### config.mk
export PLATFORM = sky130hd
export DESIGN_NAME = queue_range_cfg
export DESIGN_NICKNAME = d
export VERILOG_FILES = /design/src/rtl/qrt_pkg.sv /design/src/rtl/qrt_handshake.sv /design/src/rtl/qrt_regs.sv /design/src/rtl/qrt_table.sv /design/src/rtl/queue_range_cfg.sv
export SDC_FILE = /design/constraint.sdc
export NUM_CORES = 1
export LEC_CHECK = 0
export ABC_AREA = 1
export ABC_CLOCK_PERIOD_IN_PS = 3200
export BUFFER_PORTS_ARGS = -buffer_cell sky130_fd_sc_hd__buf_2
export CORE_MARGIN = 5
export CORE_UTILIZATION = 25
export DETAILED_ROUTE_END_ITERATION = 16
export PLACE_DENSITY = 0.39
export SYNTH_ARGS = -nofsm -noshare
export SYNTH_HDL_FRONTEND = slang
export SYNTH_SLANG_ARGS = --single-unit
### constraint.sdc
create_clock -name clk_i -period 3.2 [get_ports clk_i]
set_clock_uncertainty 0.15 [all_clocks]
set_input_delay 0.64 -clock clk_i [delete_from_list [all_inputs] [get_ports clk_i]]
set_output_delay 0.64 -clock clk_i [all_outputs]
set_load 0.005 [all_outputs]
### src/rtl/qrt_pkg.sv
package qrt_pkg;
  typedef enum logic [2:0] {
    RI_GO   = 3'd0,
    RI_DIR  = 3'd1,
    RI_KIND = 3'd2,
    RI_FUNC = 3'd3,
    RI_DLO  = 3'd4,
    RI_DHI  = 3'd5,
    RI_RDY  = 3'd6,
    RI_ERR  = 3'd7
  } reg_idx_e;

  localparam int QF_W          = 10;  // start / count-1 field width
  localparam int SQ_START_LSB  = 28;
  localparam int SQ_VALID_BIT  = 44;
  localparam int SQ_CNT_LSB    = 45;
  localparam int CQ_VALID_BIT  = 28;
endpackage

### src/rtl/qrt_handshake.sv
module qrt_handshake #(
  parameter int BUSY_CYCLES = 4
) (
  input  logic clk_i,
  input  logic rst_ni,
  input  logic go_i,
  input  logic rdy_wr_i,
  input  logic rdy_val_i,
  output logic busy_o,
  output logic ready_o,
  output logic commit_o
);
  localparam int CW = $clog2(BUSY_CYCLES + 1);

  logic [CW-1:0] cnt_q;

  always_ff @(posedge clk_i or negedge rst_ni) begin
    if (!rst_ni) begin
      busy_o  <= 1'b0;
      ready_o <= 1'b1;
      cnt_q   <= '0;
    end else if (go_i) begin
      busy_o  <= 1'b1;
      ready_o <= 1'b0;
      cnt_q   <= CW'(BUSY_CYCLES - 1);
    end else if (busy_o) begin
      if (cnt_q == '0) begin
        busy_o  <= 1'b0;
        ready_o <= 1'b1;
      end else begin
        cnt_q <= cnt_q - 1'b1;
      end
    end else if (rdy_wr_i) begin
      ready_o <= rdy_val_i;
    end
  end

  assign commit_o = busy_o && (cnt_q == '0);

  a_r3_ready_low_while_busy: assert property (@(posedge clk_i) disable iff (!rst_ni)
    busy_o |-> !ready_o);
  a_r3_go_drops_ready: assert property (@(posedge clk_i) disable iff (!rst_ni)
    go_i |=> (!ready_o && busy_o));
  a_r3_commit_raises_ready: assert property (@(posedge clk_i) disable iff (!rst_ni)
    commit_o |=> (ready_o && !busy_o));
endmodule

### src/rtl/qrt_regs.sv
module qrt_regs
  import qrt_pkg::*;
(
  input  logic        clk_i,
  input  logic        rst_ni,
  input  logic        reg_we_i,
  input  logic [2:0]  reg_addr_i,
  input  logic [31:0] reg_wdata_i,
  output logic [31:0] reg_rdata_o,
  input  logic        busy_i,
  input  logic        ready_i,
  input  logic        commit_i,
  input  logic        op_bad_i,
  input  logic [63:0] rd_entry_i,
  output logic        go_o,
  output logic        rdy_wr_o,
  output logic        rdy_val_o,
  output logic        dir_o,
  output logic [31:0] kind_o,
  output logic [31:0] func_o,
  output logic [QF_W-1:0] wr_start_o,
  output logic [QF_W-1:0] wr_cntm1_o,
  output logic        wr_sqv_o,
  output logic        wr_cqv_o,
  output logic        err_o
);
  logic [31:0] dlo_q, dhi_q;
  logic [63:0] data;
  logic        idle_wr;

  assign idle_wr   = reg_we_i && !busy_i;
  assign go_o      = idle_wr && (reg_addr_i == RI_GO) && reg_wdata_i[0];
  assign rdy_wr_o  = idle_wr && (reg_addr_i == RI_RDY);
  assign rdy_val_o = reg_wdata_i[0];

  always_ff @(posedge clk_i or negedge rst_ni) begin
    if (!rst_ni) begin
      dir_o  <= 1'b0;
      kind_o <= '0;
      func_o <= '0;
      dlo_q  <= '0;
      dhi_q  <= '0;
      err_o  <= 1'b0;
    end else begin
      if (idle_wr) begin
        unique case (reg_addr_i)
          RI_DIR:  dir_o  <= reg_wdata_i[0];
          RI_KIND: kind_o <= reg_wdata_i;
          RI_FUNC: func_o <= reg_wdata_i;
          RI_DLO:  dlo_q  <= reg_wdata_i;
          RI_DHI:  dhi_q  <= reg_wdata_i;
          default: ;
        endcase
      end
      if (commit_i) begin
        err_o <= op_bad_i;
        if (!op_bad_i && dir_o) begin
          dlo_q <= rd_entry_i[31:0];
          dhi_q <= rd_entry_i[63:32];
        end
      end
    end
  end

  assign data       = {dhi_q, dlo_q};
  assign wr_start_o = data[SQ_START_LSB +: QF_W];
  assign wr_cntm1_o = data[SQ_CNT_LSB +: QF_W];
  assign wr_sqv_o   = data[SQ_VALID_BIT];
  assign wr_cqv_o   = data[CQ_VALID_BIT];

  always_comb begin
    reg_rdata_o = '0;
    unique case (reg_addr_i)
      RI_GO:   reg_rdata_o[0] = busy_i;
      RI_DIR:  reg_rdata_o[0] = dir_o;
      RI_KIND: reg_rdata_o    = kind_o;
      RI_FUNC: reg_rdata_o    = func_o;
      RI_DLO:  reg_rdata_o    = dlo_q;
      RI_DHI:  reg_rdata_o    = dhi_q;
      RI_RDY:  reg_rdata_o[0] = ready_i;
      RI_ERR:  reg_rdata_o[0] = err_o;
      default: reg_rdata_o    = '0;
    endcase
  end

  a_r4_ctrl_frozen_busy: assert property (@(posedge clk_i) disable iff (!rst_ni)
    busy_i |=> ($stable(dir_o) && $stable(kind_o) && $stable(func_o)));
  a_r4_data_frozen_busy: assert property (@(posedge clk_i) disable iff (!rst_ni)
    (busy_i && !commit_i) |=> ($stable(dlo_q) && $stable(dhi_q)));
  a_r8_err_on_bad: assert property (@(posedge clk_i) disable iff (!rst_ni)
    (commit_i && op_bad_i) |=> err_o);
  a_r8_err_clear_good: assert property (@(posedge clk_i) disable iff (!rst_ni)
    (commit_i && !op_bad_i) |=> !err_o);
endmodule

### src/rtl/qrt_table.sv
module qrt_table
  import qrt_pkg::*;
#(
  parameter int NUM_FUNC = 8,
  localparam int FW = (NUM_FUNC > 1) ? $clog2(NUM_FUNC) : 1
) (
  input  logic            clk_i,
  input  logic            rst_ni,
  input  logic            commit_i,
  input  logic            dir_i,
  input  logic [31:0]     kind_i,
  input  logic [31:0]     func_i,
  input  logic [QF_W-1:0] wr_start_i,
  input  logic [QF_W-1:0] wr_cntm1_i,
  input  logic            wr_sqv_i,
  input  logic            wr_cqv_i,
  output logic            op_bad_o,
  output logic [63:0]     rd_entry_o,
  input  logic [FW-1:0]   lkp_func_i,
  output logic [QF_W-1:0] lkp_start_o,
  output logic [QF_W:0]   lkp_count_o,
  output logic            lkp_sq_valid_o,
  output logic            lkp_cq_valid_o
);
  logic [NUM_FUNC-1:0][QF_W-1:0] sq_start_q, sq_cntm1_q;
  logic [NUM_FUNC-1:0]           sq_vld_q, cq_vld_q;
  logic [FW-1:0]                 fidx;
  logic                          wr_ok;

  assign op_bad_o = (func_i >= 32'(NUM_FUNC)) || (kind_i > 32'd1);
  assign fidx     = func_i[FW-1:0];
  assign wr_ok    = commit_i && !op_bad_o && !dir_i;

  for (genvar g = 0; g < NUM_FUNC; g++) begin : g_ent
    always_ff @(posedge clk_i or negedge rst_ni) begin
      if (!rst_ni) begin
        sq_start_q[g] <= '0;
        sq_cntm1_q[g] <= '0;
        sq_vld_q[g]   <= 1'b0;
        cq_vld_q[g]   <= 1'b0;
      end else if (wr_ok && (fidx == FW'(g))) begin
        if (kind_i[0]) begin
          cq_vld_q[g] <= wr_cqv_i;
        end else begin
          sq_start_q[g] <= wr_start_i;
          sq_cntm1_q[g] <= wr_cntm1_i;
          sq_vld_q[g]   <= wr_sqv_i;
        end
      end
    end
  end

  always_comb begin
    rd_entry_o = '0;
    if (!op_bad_o) begin
      if (kind_i[0]) begin
        rd_entry_o[CQ_VALID_BIT] = cq_vld_q[fidx];
      end else begin
        rd_entry_o[SQ_START_LSB +: QF_W] = sq_start_q[fidx];
        rd_entry_o[SQ_CNT_LSB +: QF_W]   = sq_cntm1_q[fidx];
        rd_entry_o[SQ_VALID_BIT]         = sq_vld_q[fidx];
      end
    end
  end

  always_comb begin
    lkp_start_o    = '0;
    lkp_count_o    = '0;
    lkp_sq_valid_o = 1'b0;
    lkp_cq_valid_o = 1'b0;
    if (32'(lkp_func_i) < NUM_FUNC) begin
      lkp_cq_valid_o = cq_vld_q[lkp_func_i];
      if (sq_vld_q[lkp_func_i]) begin
        lkp_sq_valid_o = 1'b1;
        lkp_start_o    = sq_start_q[lkp_func_i];
        lkp_count_o    = {1'b0, sq_cntm1_q[lkp_func_i]} + 1'b1;
      end
    end
  end

  a_r8_bad_keeps_table: assert property (@(posedge clk_i) disable iff (!rst_ni)
    (commit_i && op_bad_o) |=> ($stable(sq_start_q) && $stable(sq_cntm1_q)
                                && $stable(sq_vld_q) && $stable(cq_vld_q)));
  a_r7_read_keeps_table: assert property (@(posedge clk_i) disable iff (!rst_ni)
    (commit_i && dir_i) |=> ($stable(sq_start_q) && $stable(sq_cntm1_q)
                             && $stable(sq_vld_q) && $stable(cq_vld_q)));
  a_r6_cq_keeps_sq: assert property (@(posedge clk_i) disable iff (!rst_ni)
    (commit_i && kind_i[0]) |=> ($stable(sq_start_q) && $stable(sq_cntm1_q)
                                 && $stable(sq_vld_q)));
  a_r4_table_idle_stable: assert property (@(posedge clk_i) disable iff (!rst_ni)
    !commit_i |=> ($stable(sq_vld_q) && $stable(cq_vld_q)));
endmodule

### src/rtl/queue_range_cfg.sv
module queue_range_cfg
  import qrt_pkg::*;
#(
  parameter int NUM_FUNC    = 8,
  parameter int BUSY_CYCLES = 4,
  localparam int FW = (NUM_FUNC > 1) ? $clog2(NUM_FUNC) : 1
) (
  input  logic            clk_i,
  input  logic            rst_ni,
  input  logic            reg_we_i,
  input  logic [2:0]      reg_addr_i,
  input  logic [31:0]     reg_wdata_i,
  output logic [31:0]     reg_rdata_o,
  input  logic [FW-1:0]   lkp_func_i,
  output logic [QF_W-1:0] lkp_start_o,
  output logic [QF_W:0]   lkp_count_o,
  output logic            lkp_sq_valid_o,
  output logic            lkp_cq_valid_o,
  output logic            cfg_err_o
);
  logic            go, rdy_wr, rdy_val, busy, ready, commit, op_bad, dir;
  logic [31:0]     kind, func;
  logic [63:0]     rd_entry;
  logic [QF_W-1:0] wr_start, wr_cntm1;
  logic            wr_sqv, wr_cqv;

  qrt_handshake #(.BUSY_CYCLES(BUSY_CYCLES)) u_hs (
    .clk_i, .rst_ni,
    .go_i(go), .rdy_wr_i(rdy_wr), .rdy_val_i(rdy_val),
    .busy_o(busy), .ready_o(ready), .commit_o(commit)
  );

  qrt_regs u_regs (
    .clk_i, .rst_ni,
    .reg_we_i, .reg_addr_i, .reg_wdata_i, .reg_rdata_o,
    .busy_i(busy), .ready_i(ready), .commit_i(commit), .op_bad_i(op_bad),
    .rd_entry_i(rd_entry),
    .go_o(go), .rdy_wr_o(rdy_wr), .rdy_val_o(rdy_val),
    .dir_o(dir), .kind_o(kind), .func_o(func),
    .wr_start_o(wr_start), .wr_cntm1_o(wr_cntm1),
    .wr_sqv_o(wr_sqv), .wr_cqv_o(wr_cqv),
    .err_o(cfg_err_o)
  );

  qrt_table #(.NUM_FUNC(NUM_FUNC)) u_tbl (
    .clk_i, .rst_ni,
    .commit_i(commit), .dir_i(dir), .kind_i(kind), .func_i(func),
    .wr_start_i(wr_start), .wr_cntm1_i(wr_cntm1),
    .wr_sqv_i(wr_sqv), .wr_cqv_i(wr_cqv),
    .op_bad_o(op_bad), .rd_entry_o(rd_entry),
    .lkp_func_i, .lkp_start_o, .lkp_count_o, .lkp_sq_valid_o, .lkp_cq_valid_o
  );
endmodule

==> impl_metrics.env, run 1 <==
export IMPL_synthCells=2385
export IMPL_vias=17063
export IMPL_synth_cell_types=37
export IMPL_p_per_area_mw_per_mm2=642.4
export IMPL_required_ns=2.41
export IMPL_multi_input_area_mm2=0.008212
export IMPL_status="finished, final reports clean"
export IMPL_critPathBufInv=8
export IMPL_numCtsBuffers=40
export IMPL_tightest_slew_ns=0.7509
export IMPL_synth_area_leaders="dfrtp_1 45%, nand2_1 17%, nand4_1 7.3%"
export IMPL_synth_yosys_seq_area_share=0.4495
export IMPL_n_antenna_cell=0
export IMPL_grt_max_degree=74
export IMPL_setup_viol=0
export IMPL_crit_fanout=23
export IMPL_synth_most_common_cell="nand2_1"
export IMPL_async_flop_share=1.000
export IMPL_drv_cap=0
export IMPL_portBuffers=96
export IMPL_place_inst=3329
export IMPL_grt_setup_unrepaired="true"
export IMPL_cts_clk_slew_worst_paths_ns=0.06
export IMPL_io_pins=97
export IMPL_slew_viol_final=0
export IMPL_period_needed_ns=3.102
export IMPL_p_leak_nw=10.05
export IMPL_yosysTopAreaCell="dfrtp_1"
export IMPL_hpwlAfterDp_mm=47.13
export IMPL_track_usage=0.1863
export IMPL_overflow=0
export IMPL_stdcell_area_mm2=0.02102
export IMPL_ir_drop_uv=421.8
export IMPL_hold_class="in -> reg"
export IMPL_cts_tree="yes"
export IMPL_die_width_um=273.2
export IMPL_finalCritPeriodShare=0.9694
export IMPL_yosys_warnings=0
export IMPL_cp_cell_sequence="buf_6, inv_4, buf_12, nor2_1, o21ai_0, inv_1, o21ai_4, buf_4, buf_12, inv_1, nor3_1, buf_2"
export IMPL_cp_end_kind="output pin"
export IMPL_synth_seq_cells=311
export IMPL_relSlewSlack=0.4982
export IMPL_fp_dieArea_mm2=0.07462
export IMPL_seqCellArea_mm2=0.007786
export IMPL_die_h_um=273.2
export IMPL_tns_ns=0
export IMPL_cts_root_buffer="clkbuf_16"
export IMPL_first_pass_iters=10
export IMPL_crit_slowest_cell="buf_12"
export IMPL_fill_cells=7442
export IMPL_layout_nets=2494
export IMPL_synth_edf_count=0
export IMPL_grt_pass1_wl_mm=108.7
export IMPL_wl_per_cell_um=21.05
export IMPL_syn_to_final_growth_pct=21.40
export IMPL_antenna_left=0
export IMPL_routabilityCongestion=0.8382
export IMPL_worst_setup_path_type="in -> out"
export IMPL_vias_per_cell=5.010
export IMPL_stdcell_count=3406
export IMPL_avgSynthCellArea_um2=7.260
export IMPL_antenna_found_initial=0
export IMPL_synth_fp_nets=2429
export IMPL_cp_start_kind="primary input"
export IMPL_fmax_mhz=322.4
export IMPL_syn_area_mm2=0.01732
export IMPL_drc=0
export IMPL_clk_insertion_delay_late_ns=0.57
export IMPL_num_rows=96
export IMPL_drive_gt1_frac=0.1398
export IMPL_netlist_area_leader_share=0.4480
export IMPL_synth_common_cells="785 x nand2_1, 310 x dfrtp_1, 202 x nand4_1"
export IMPL_clock_path_buffers=3
export IMPL_finalHoldViolCount=0
export IMPL_cts_sinks=311
export IMPL_wirelength_mm=71.70
export IMPL_arrival_ns=2.31
export IMPL_placed_cell_area_mm2=0.01935
export IMPL_ctsHtreeMaxLevel=2
export IMPL_drt_initial_drc_count=1415
export IMPL_critPathTopFamily="buffers and inverters"
export IMPL_dominantRegCellSynth="dfrtp_1"
export IMPL_grt_pass1_vias=16790
export IMPL_core_area_mm2=0.06859
export IMPL_cpPeakStageDelay_ns=0.19
export IMPL_initial_core_util=0.2525
==> placed cells by master (no fill, tap or decap), types with 6 or more instances in the layout <==
cell         n
a21oi_1     77
buf_4      101
bufinv_16    6
mux2i_1     16
o211ai_1    24
clkbuf_16   43
nor2_2      15
o2111ai_1   12
nor2_4       8
o21ai_0    164
clkbuf_1     7
nand2_2      9
nand4_1    202
a31oi_1      6
a211oi_1     9
a22oi_1     49
nor2_1     169
nand3_1    109
nand2_1    775
nand3_2     12
buf_12      22
nor3_1       7
clkbuf_8    10
buf_2       94
inv_1      158
o22ai_1     17
dfrtp_1    308
==> what timing repair did <==
item                                   CTS  global route
hold buffers                             1             0
gates cloned                             1             3
pin swaps                                0            14
buffers inserted                         0             5
resized for setup                        2            43
setup endpoints to repair                3            14
endpoints found under the hold margin   46             0
==> layout make-up <==
class | count | share of cell area
clock buffer | 57 | 0.05542
multi-input combinational | 1705 | 0.3907
sequential | 311 | 0.3704
timing repair buffer | 227 | 0.08804
tap | 931 | 0.05542
inverter | 165 | 0.02970
clock inverter | 10 | 0.01036
==> per-layer routing <==
metal	up-vias	global-route usage	wire (µm)
met5	-	0	0
met4	0	0.03664	1611
met3	85	0.02559	3890
met2	544	0.3114	33730
met1	8353	0.2596	32480
li1	8081	-	-
==> where the power goes <==
part           total (mW)  switching, mW  internal [mW]
registers            5.21          0.716           4.49
clock network        4.85           1.85           3.00
logic                3.45           2.37           1.08
==> sequential cells by signal (all words and copies together), names as in the netlist <==
signal	count
u_tbl.sq_cntm1_q	80
u_tbl.sq_start_q	80
u_regs.dhi_q	32
u_regs.dlo_q	32
u_regs.func_o	32
u_regs.kind_o	32
u_tbl.cq_vld_q	8
u_tbl.sq_vld_q	8
u_hs.cnt_q	3
u_hs.busy_o	1
u_hs.ready_o	1
u_regs.dir_o	1
u_regs.err_o	1
==> worst paths after layout <==
check                                     start                    to  slack (ns)  cells past startpoint
min in group asynchronous                rst_ni  u_tbl.sq_start_q[24]        0.47                      2
max in group asynchronous                rst_ni  u_tbl.sq_cntm1_q[60]        1.54                      3
hold reg to reg            u_tbl.sq_cntm1_q[12]  u_tbl.sq_cntm1_q[12]        0.32                      2
setup / recovery                  lkp_func_i[0]        lkp_count_o[4]         0.1                     12
hold / removal                  reg_wdata_i[30]      u_regs.dhi_q[30]        0.20                      3
setup reg to reg              u_regs.func_o[13]   u_tbl.sq_cntm1_q[1]        0.46                     11
==> per-stage QoR <==
| step | power (mW) | setup WS [ns] | utilization | hold slack, ns |
|---|---|---|---|---|
| global route | 14.21 | -0.03872 | 0.3065 | 0.1964 |
| CTS | 13.61 | 0.009218 | 0.3030 | 0.1574 |
| detailed placement | 8.657 | -0.03152 | 0.2822 | 0.3082 |
| global placement | 8.615 | 0.003850 | 0.2822 | 0.3049 |
| floorplan | 6.898 | 0.2569 | - | 0.1944 |
| finish | 13.50 | 0.09786 | 0.3065 | 0.1988 |
==> tightest hold or removal path: stages <==
cell	delay, ns
buf_2	0.10
a21oi_1	0.06
nor2_1	0.08
==> cells by family after synthesis <==
group / synth area share
compound gates: 0.1257
xor+xnor: 0.0005059
fa+ha+maj: 0.002168
buf+inv: 0.08599
flops: 0.4495
mux: 0.009249
simple gates: 0.3268
Note: power is estimated with default switching activity, not from simulation.
==> inputs of run 2 (changes only) <==
--- a/config.mk
+++ b/config.mk
@@ -8,6 +8,7 @@
 export ABC_AREA = 1
 export ABC_CLOCK_PERIOD_IN_PS = 3200
 export BUFFER_PORTS_ARGS = -buffer_cell sky130_fd_sc_hd__buf_2
+export CORE_ASPECT_RATIO = 0.75
 export CORE_MARGIN = 5
 export CORE_UTILIZATION = 25
 export DETAILED_ROUTE_END_ITERATION = 16
==> impl_metrics.env, run 2 (same netlist as run 1, synthesis figures left out) <==
export IMPL_cts_clk_slew_worst_paths_ns=0.06
export IMPL_drc=0
export IMPL_overflow=0
export IMPL_grt_pass1_vias=16913
export IMPL_drive_gt1_frac=0.1386
export IMPL_dp_worst_setup_slack_ns=-0.06810
export IMPL_hold_class="in -> reg"
export IMPL_seqCellArea_mm2=0.007784
export IMPL_p_seq_frac=0.387
export IMPL_cts_sinks=311
export IMPL_syn_to_final_growth_pct=20.52
export IMPL_switching_share=0.3772
export IMPL_fill_cells=7414
export IMPL_required_ns=2.41
export IMPL_relSlewSlack=0.5063
export IMPL_p_leak_nw=10.02
export IMPL_die_width_um=313.9
export IMPL_multi_input_area_mm2=0.008168
export IMPL_internal_power_mw=8.350
export IMPL_setup_viol=0
export IMPL_arrival_ns=2.31
export IMPL_final_cell_mix="776 x nand2_1, 310 x dfrtp_1, 202 x nand4_1"
export IMPL_routabilityCongestion=0.8205
export IMPL_die_h_um=237.9
export IMPL_vias=17578
export IMPL_io_pins=97
export IMPL_switchingPower_mw=5.058
export IMPL_clock_path_buffers=3
export IMPL_grt_max_degree=68
export IMPL_initial_core_util=0.2526
export IMPL_power_share_clock=0.348
export IMPL_worst_setup_path_type="in -> out"
export IMPL_place_inst=3301
export IMPL_hpwlAfterDp_mm=48.13
export IMPL_n_antenna_cell=0
export IMPL_finalWorstSetupSlack_ns=0.1038
export IMPL_drv_cap=0
export IMPL_fmax_mhz=323.0
export IMPL_stdcell_count=3374
export IMPL_finalCritPeriodShare=0.9676
export IMPL_grt_setup_unrepaired="true"
export IMPL_slew_viol_final=0
export IMPL_drt_initial_drc_count=1740
export IMPL_crit_fanout=23
export IMPL_grt_pass1_wl_mm=111.9
export IMPL_cts_tree="yes"
export IMPL_power_total_mw=13.41
export IMPL_cp_end_kind="output pin"
export IMPL_portBuffers=96
export IMPL_fp_dieArea_mm2=0.07468
export IMPL_tns_ns=0
export IMPL_combinationalPowerShare=0.265
export IMPL_tightest_slew_ns=0.7388
export IMPL_finalHoldViolCount=0
export IMPL_layout_nets=2500
export IMPL_clk_insertion_delay_late_ns=0.56
export IMPL_status="finished, final reports clean"
export IMPL_reg_top3="u_tbl.sq_cntm1_q (80), u_tbl.sq_start_q (80)"
export IMPL_numCtsBuffers=38
export IMPL_ir_drop_uv=352.3
export IMPL_ctsHtreeMaxLevel=2
export IMPL_antenna_left=0
export IMPL_cts_root_buffer="clkbuf_16"
export IMPL_core_area_mm2=0.06854
export IMPL_wirelength_mm=74.39
export IMPL_track_usage=0.1941
export IMPL_wl_per_cell_um=22.05
export IMPL_final_common_cell="nand2_1"
export IMPL_placed_cell_area_mm2=0.01938
export IMPL_cp_start_kind="primary input"
export IMPL_num_rows=83
export IMPL_vias_per_cell=5.210
export IMPL_p_per_area_mw_per_mm2=642.5
export IMPL_antenna_found_initial=0
export IMPL_stdcell_area_mm2=0.02087
export IMPL_period_needed_ns=3.096
export IMPL_first_pass_iters=5
[run 2: cell count changes in the layout (fill, tap and decap cells not counted), moves of 2 or more]
| cell | delta |
|---|---|
| nor2_1 | +3 |
| clkbuf_8 | -3 |
| clkinv_2 | +7 |
| clkbuf_1 | -2 |
| dfrtp_1 | +2 |
| nand3_2 | -4 |
| buf_4 | +10 |
| dfrtp_2 | -2 |
| clkbuf_16 | -3 |
| nand3_1 | +4 |
| nor2_2 | -2 |
| o21ai_0 | +3 |
[run 2: routing by layer]
layer	global-route usage	vias up	wire length, µm
li1	-	8090	-
met1	0.2920	8732	35800
met2	0.2886	662	31930
met3	0.03595	94	5099
met4	0.04464	0	1559
met5	0.003157	-	0
[run 2: area by class of cell]
type,count,area share
Multi-Input combinational cell,1705,0.3914
Sequential cell,311,0.3730
Timing Repair Buffer,235,0.08957
Tap cell,892,0.05348
Clock buffer,51,0.05228
Inverter,165,0.03022
Clock inverter,15,0.01007
[run 2: worst paths after layout]
path / startpoint / depth (start not counted) / to / slack (ns)
setup / recovery: lkp_func_i[0] / 12 / lkp_start_o[7] / 0.10
hold / removal: reg_wdata_i[9] / 3 / u_regs.dhi_q[9] / 0.22
setup reg to reg: u_regs.kind_o[29] / 13 / u_tbl.cq_vld_q[1] / 0.49
hold reg to reg: u_tbl.sq_start_q[20] / 2 / u_tbl.sq_start_q[20] / 0.32
max in group asynchronous: rst_ni / 3 / u_tbl.sq_start_q[58] / 1.57
min in group asynchronous: rst_ni / 2 / u_regs.kind_o[18] / 0.50
[run 2: critical path, cell delays in order]
cell	delay, ns
buf_4	0.16
inv_6	0.17
buf_12	0.21
nor2_1	0.05
o21ai_0	0.18
inv_1	0.07
o21ai_2	0.16
buf_12	0.21
o21ai_0	0.15
buf_4	0.16
inv_1	0.04
buf_2	0.10
[run 2: timing repair]
item | CTS | global route
gates cloned | 1 | 1
hold buffers | 1 | 0
endpoints found under the hold margin | 59 | 0
setup buffers | 1 | 3
resized for setup | 5 | 25
setup endpoints to repair | 9 | 11
pin swaps | 0 | 13
[run 2: power by group through the flow]
stage | Combinational, mW | Sequential [mW] | Clock, mW
2_1_floorplan | 2.10 | 4.80 | 0
5_1_grt | 3.86 | 5.27 | 4.93
3_3_place_gp | 3.48 | 5.24 | 0
4_1_cts | 3.53 | 5.17 | 4.79
3_5_place_dp | 3.51 | 5.24 | 0
6_report | 3.55 | 5.19 | 4.67
[run 2: metrics by stage]
step	hold slack, ns	utilization
after global routing	0.2293	0.3045
final	0.2244	0.3045
after detailed placement	0.3096	0.2827
after CTS	0.1983	0.3027
after floorplan	0.1944	-
after global placement	0.3082	0.2827
==> inputs of run 3 (changes only) <==
--- a/config.mk
+++ b/config.mk
@@ -10,9 +10,10 @@
 export BUFFER_PORTS_ARGS = -buffer_cell sky130_fd_sc_hd__buf_2
 export CORE_ASPECT_RATIO = 0.75
 export CORE_MARGIN = 5
-export CORE_UTILIZATION = 25
+export CORE_UTILIZATION = 55
 export DETAILED_ROUTE_END_ITERATION = 16
-export PLACE_DENSITY = 0.39
+export PLACE_DENSITY = 0.73
+export SETUP_SLACK_MARGIN = 0.5
 export SYNTH_ARGS = -nofsm -noshare
 export SYNTH_HDL_FRONTEND = slang
 export SYNTH_SLANG_ARGS = --single-unit
==> impl_metrics.env, run 3 (same netlist as run 1, synthesis figures left out) <==
export IMPL_overflow=0
export IMPL_place_inst=2795
export IMPL_syn_to_final_growth_pct=16.31
export IMPL_crit_fanout=8
export IMPL_period_needed_ns=3.098
export IMPL_finalCritPeriodShare=0.9681
export IMPL_track_usage=0.3387
export IMPL_cp_start_kind="primary input"
export IMPL_first_pass_iters=8
export IMPL_ir_drop_uv=458.2
export IMPL_required_ns=2.41
export IMPL_grt_pass1_wl_mm=95.10
export IMPL_power_share_clock=0.326
export IMPL_initial_core_util=0.5553
export IMPL_cts_root_buffer="clkbuf_16"
export IMPL_grt_max_degree=77
export IMPL_hpwlAfterDp_mm=37.98
export IMPL_num_rows=56
export IMPL_antenna_found_initial=1
export IMPL_arrival_ns=2.31
export IMPL_grt_pass1_vias=16882
export IMPL_final_util=0.6459
export IMPL_switchingPower_mw=4.645
export IMPL_fmax_mhz=322.8
export IMPL_power_total_mw=12.57
export IMPL_met2_length_mm=26.55
export IMPL_finalHoldViolCount=0
export IMPL_core_area_mm2=0.03118
export IMPL_ctsHtreeMaxLevel=2
export IMPL_relSlewSlack=0.5483
export IMPL_slew_viol_final=0
export IMPL_vias_per_cell=6.319
export IMPL_drt_initial_drc_count=2584
export IMPL_cp_end_kind="output pin"
export IMPL_tightest_slew_ns=0.6769
export IMPL_met3_length_mm=8.024
export IMPL_clock_path_buffers=3
export IMPL_routabilityCongestion=0.9727
export IMPL_layout_nets=2486
export IMPL_drc=0
export IMPL_final_common_cell="nand2_1"
export IMPL_p_leak_nw=9.893
export IMPL_wirelength_mm=61.85
export IMPL_cts_clk_slew_worst_paths_ns=0.06
export IMPL_reg_top3="u_tbl.sq_cntm1_q (80), u_tbl.sq_start_q (80)"
export IMPL_wl_per_cell_um=21.55
export IMPL_hold_class="in -> reg"
export IMPL_grt_setup_unrepaired="true"
export IMPL_final_cell_mix="769 x nand2_1, 310 x dfrtp_1, 202 x nand4_1"
export IMPL_drive_gt1_frac=0.1389
export IMPL_switching_share=0.3695
export IMPL_die_width_um=214.9
export IMPL_cts_sinks=311
export IMPL_wl_met1_mm=24.74
export IMPL_status="finished, final reports clean"
export IMPL_internal_power_mw=7.928
export IMPL_vias=18135
export IMPL_cts_tree="yes"
export IMPL_clk_insertion_delay_late_ns=0.54
export IMPL_fill_cells=2672
export IMPL_hold_slack_ns=0.2437
export IMPL_die_h_um=163.7
export IMPL_setup_viol=0
export IMPL_portBuffers=96
export IMPL_stdcell_count=2870
export IMPL_antenna_left=0
export IMPL_io_pins=97
export IMPL_combinationalPowerShare=0.264
export IMPL_drv_cap=0
export IMPL_p_seq_frac=0.410
export IMPL_worst_setup_path_type="in -> out"
export IMPL_numCtsBuffers=34
export IMPL_p_per_area_mw_per_mm2=624.3
export IMPL_highest_layer="met4"
export IMPL_fp_dieArea_mm2=0.03517
export IMPL_tns_ns=0
==> run 3: changes by cell type in the layout (fill, tap and decap cells not counted), moves of 5 or more <==
cell      previous run  this run
o21ai_0            167       159
nand3_2              8        16
nand2_1            776       769
nand3_1            113       105
nor2_2              13        18
clkinv_2             8         2
nor2_1             172       165
nand2_4              0         5
clkbuf_1             5        10
buf_4              111        99
o21ai_1              3        11
==> run 3: timing repair <==
item,4_1_cts,5_1_grt
hold buffers,1,0
endpoints found under the setup margin,205,212
resized for setup,47,21
cloned,2,3
pin swaps,23,7
buffers inserted,8,3
hold endpoints to repair,68,0
==> run 3: power by group through the flow <==
stage | Sequential (mW) | Combinational, mW | Clock (mW)
floorplan | 4.80 | 2.11 | 0
global placement | 5.16 | 3.06 | 0
detailed placement | 5.19 | 3.13 | 0
CTS | 5.12 | 3.20 | 4.10
global route | 5.21 | 3.57 | 4.30
finish | 5.16 | 3.32 | 4.10
==> run 3: final timing paths <==
check                      cells past startpoint  slack, ns            startpoint                   end
max reg2reg                                   12       0.68     u_regs.kind_o[19]  u_tbl.sq_start_q[58]
min                                            3       0.24       reg_wdata_i[11]      u_regs.dhi_q[11]
max                                           17       0.10         lkp_func_i[0]        lkp_count_o[8]
min reg2reg                                    2       0.32  u_tbl.sq_start_q[26]  u_tbl.sq_start_q[26]
max in group asynchronous                      3       1.47                rst_ni  u_tbl.sq_cntm1_q[26]
min in group asynchronous                      2       0.54                rst_ni       u_regs.dhi_q[7]
==> run 3: routing by layer <==
metal | vias up | GRT usage
met5 | - | 0
met4 | 0 | 0.1320
met3 | 233 | 0.07523
met2 | 1238 | 0.5071
met1 | 8607 | 0.4836
li1 | 8057 | -
==> run 3: worst max-delay path, cell delays in order <==
cell and delay, ns:
buf_8 0.10, buf_12 0.14, buf_12 0.16, nand2_4 0.07, nand3_2 0.07, nand2_2 0.08
nand2_1 0.07, nand2_2 0.13, ha_4 0.15, inv_2 0.04, nor2_1 0.08, nand2_1 0.09
nor2_2 0.18, nand2_1 0.09, nand2_1 0.06, nor2_1 0.03, buf_2 0.12
==> run 3: stage by stage <==
stage	area, µm²	setup WS [ns]
after floorplan	17410	0.4991
after global placement	18550	0.06469
after detailed placement	18550	0.04168
after CTS	19970	0.1727
after global routing	20140	-0.006584
final	20140	0.1021
==> run 3: area by class of cell <==
| cell class | instances | area (µm²) | share of cell area |
|---|---|---|---|
| Antenna cell | 1 | 2.502 | 0.0001243 |
| Clock buffer | 50 | 1005 | 0.04989 |
| Clock inverter | 7 | 115.1 | 0.005716 |
| Inverter | 165 | 644.4 | 0.03200 |
| Multi-Input combinational cell | 1705 | 8272 | 0.4107 |
| Sequential cell | 311 | 7784 | 0.3865 |
| Tap cell | 406 | 508.0 | 0.02522 |
| Timing Repair Buffer | 224 | 1800 | 0.08940 |
| Timing Repair inverter | 1 | 8.758 | 0.0004349 |
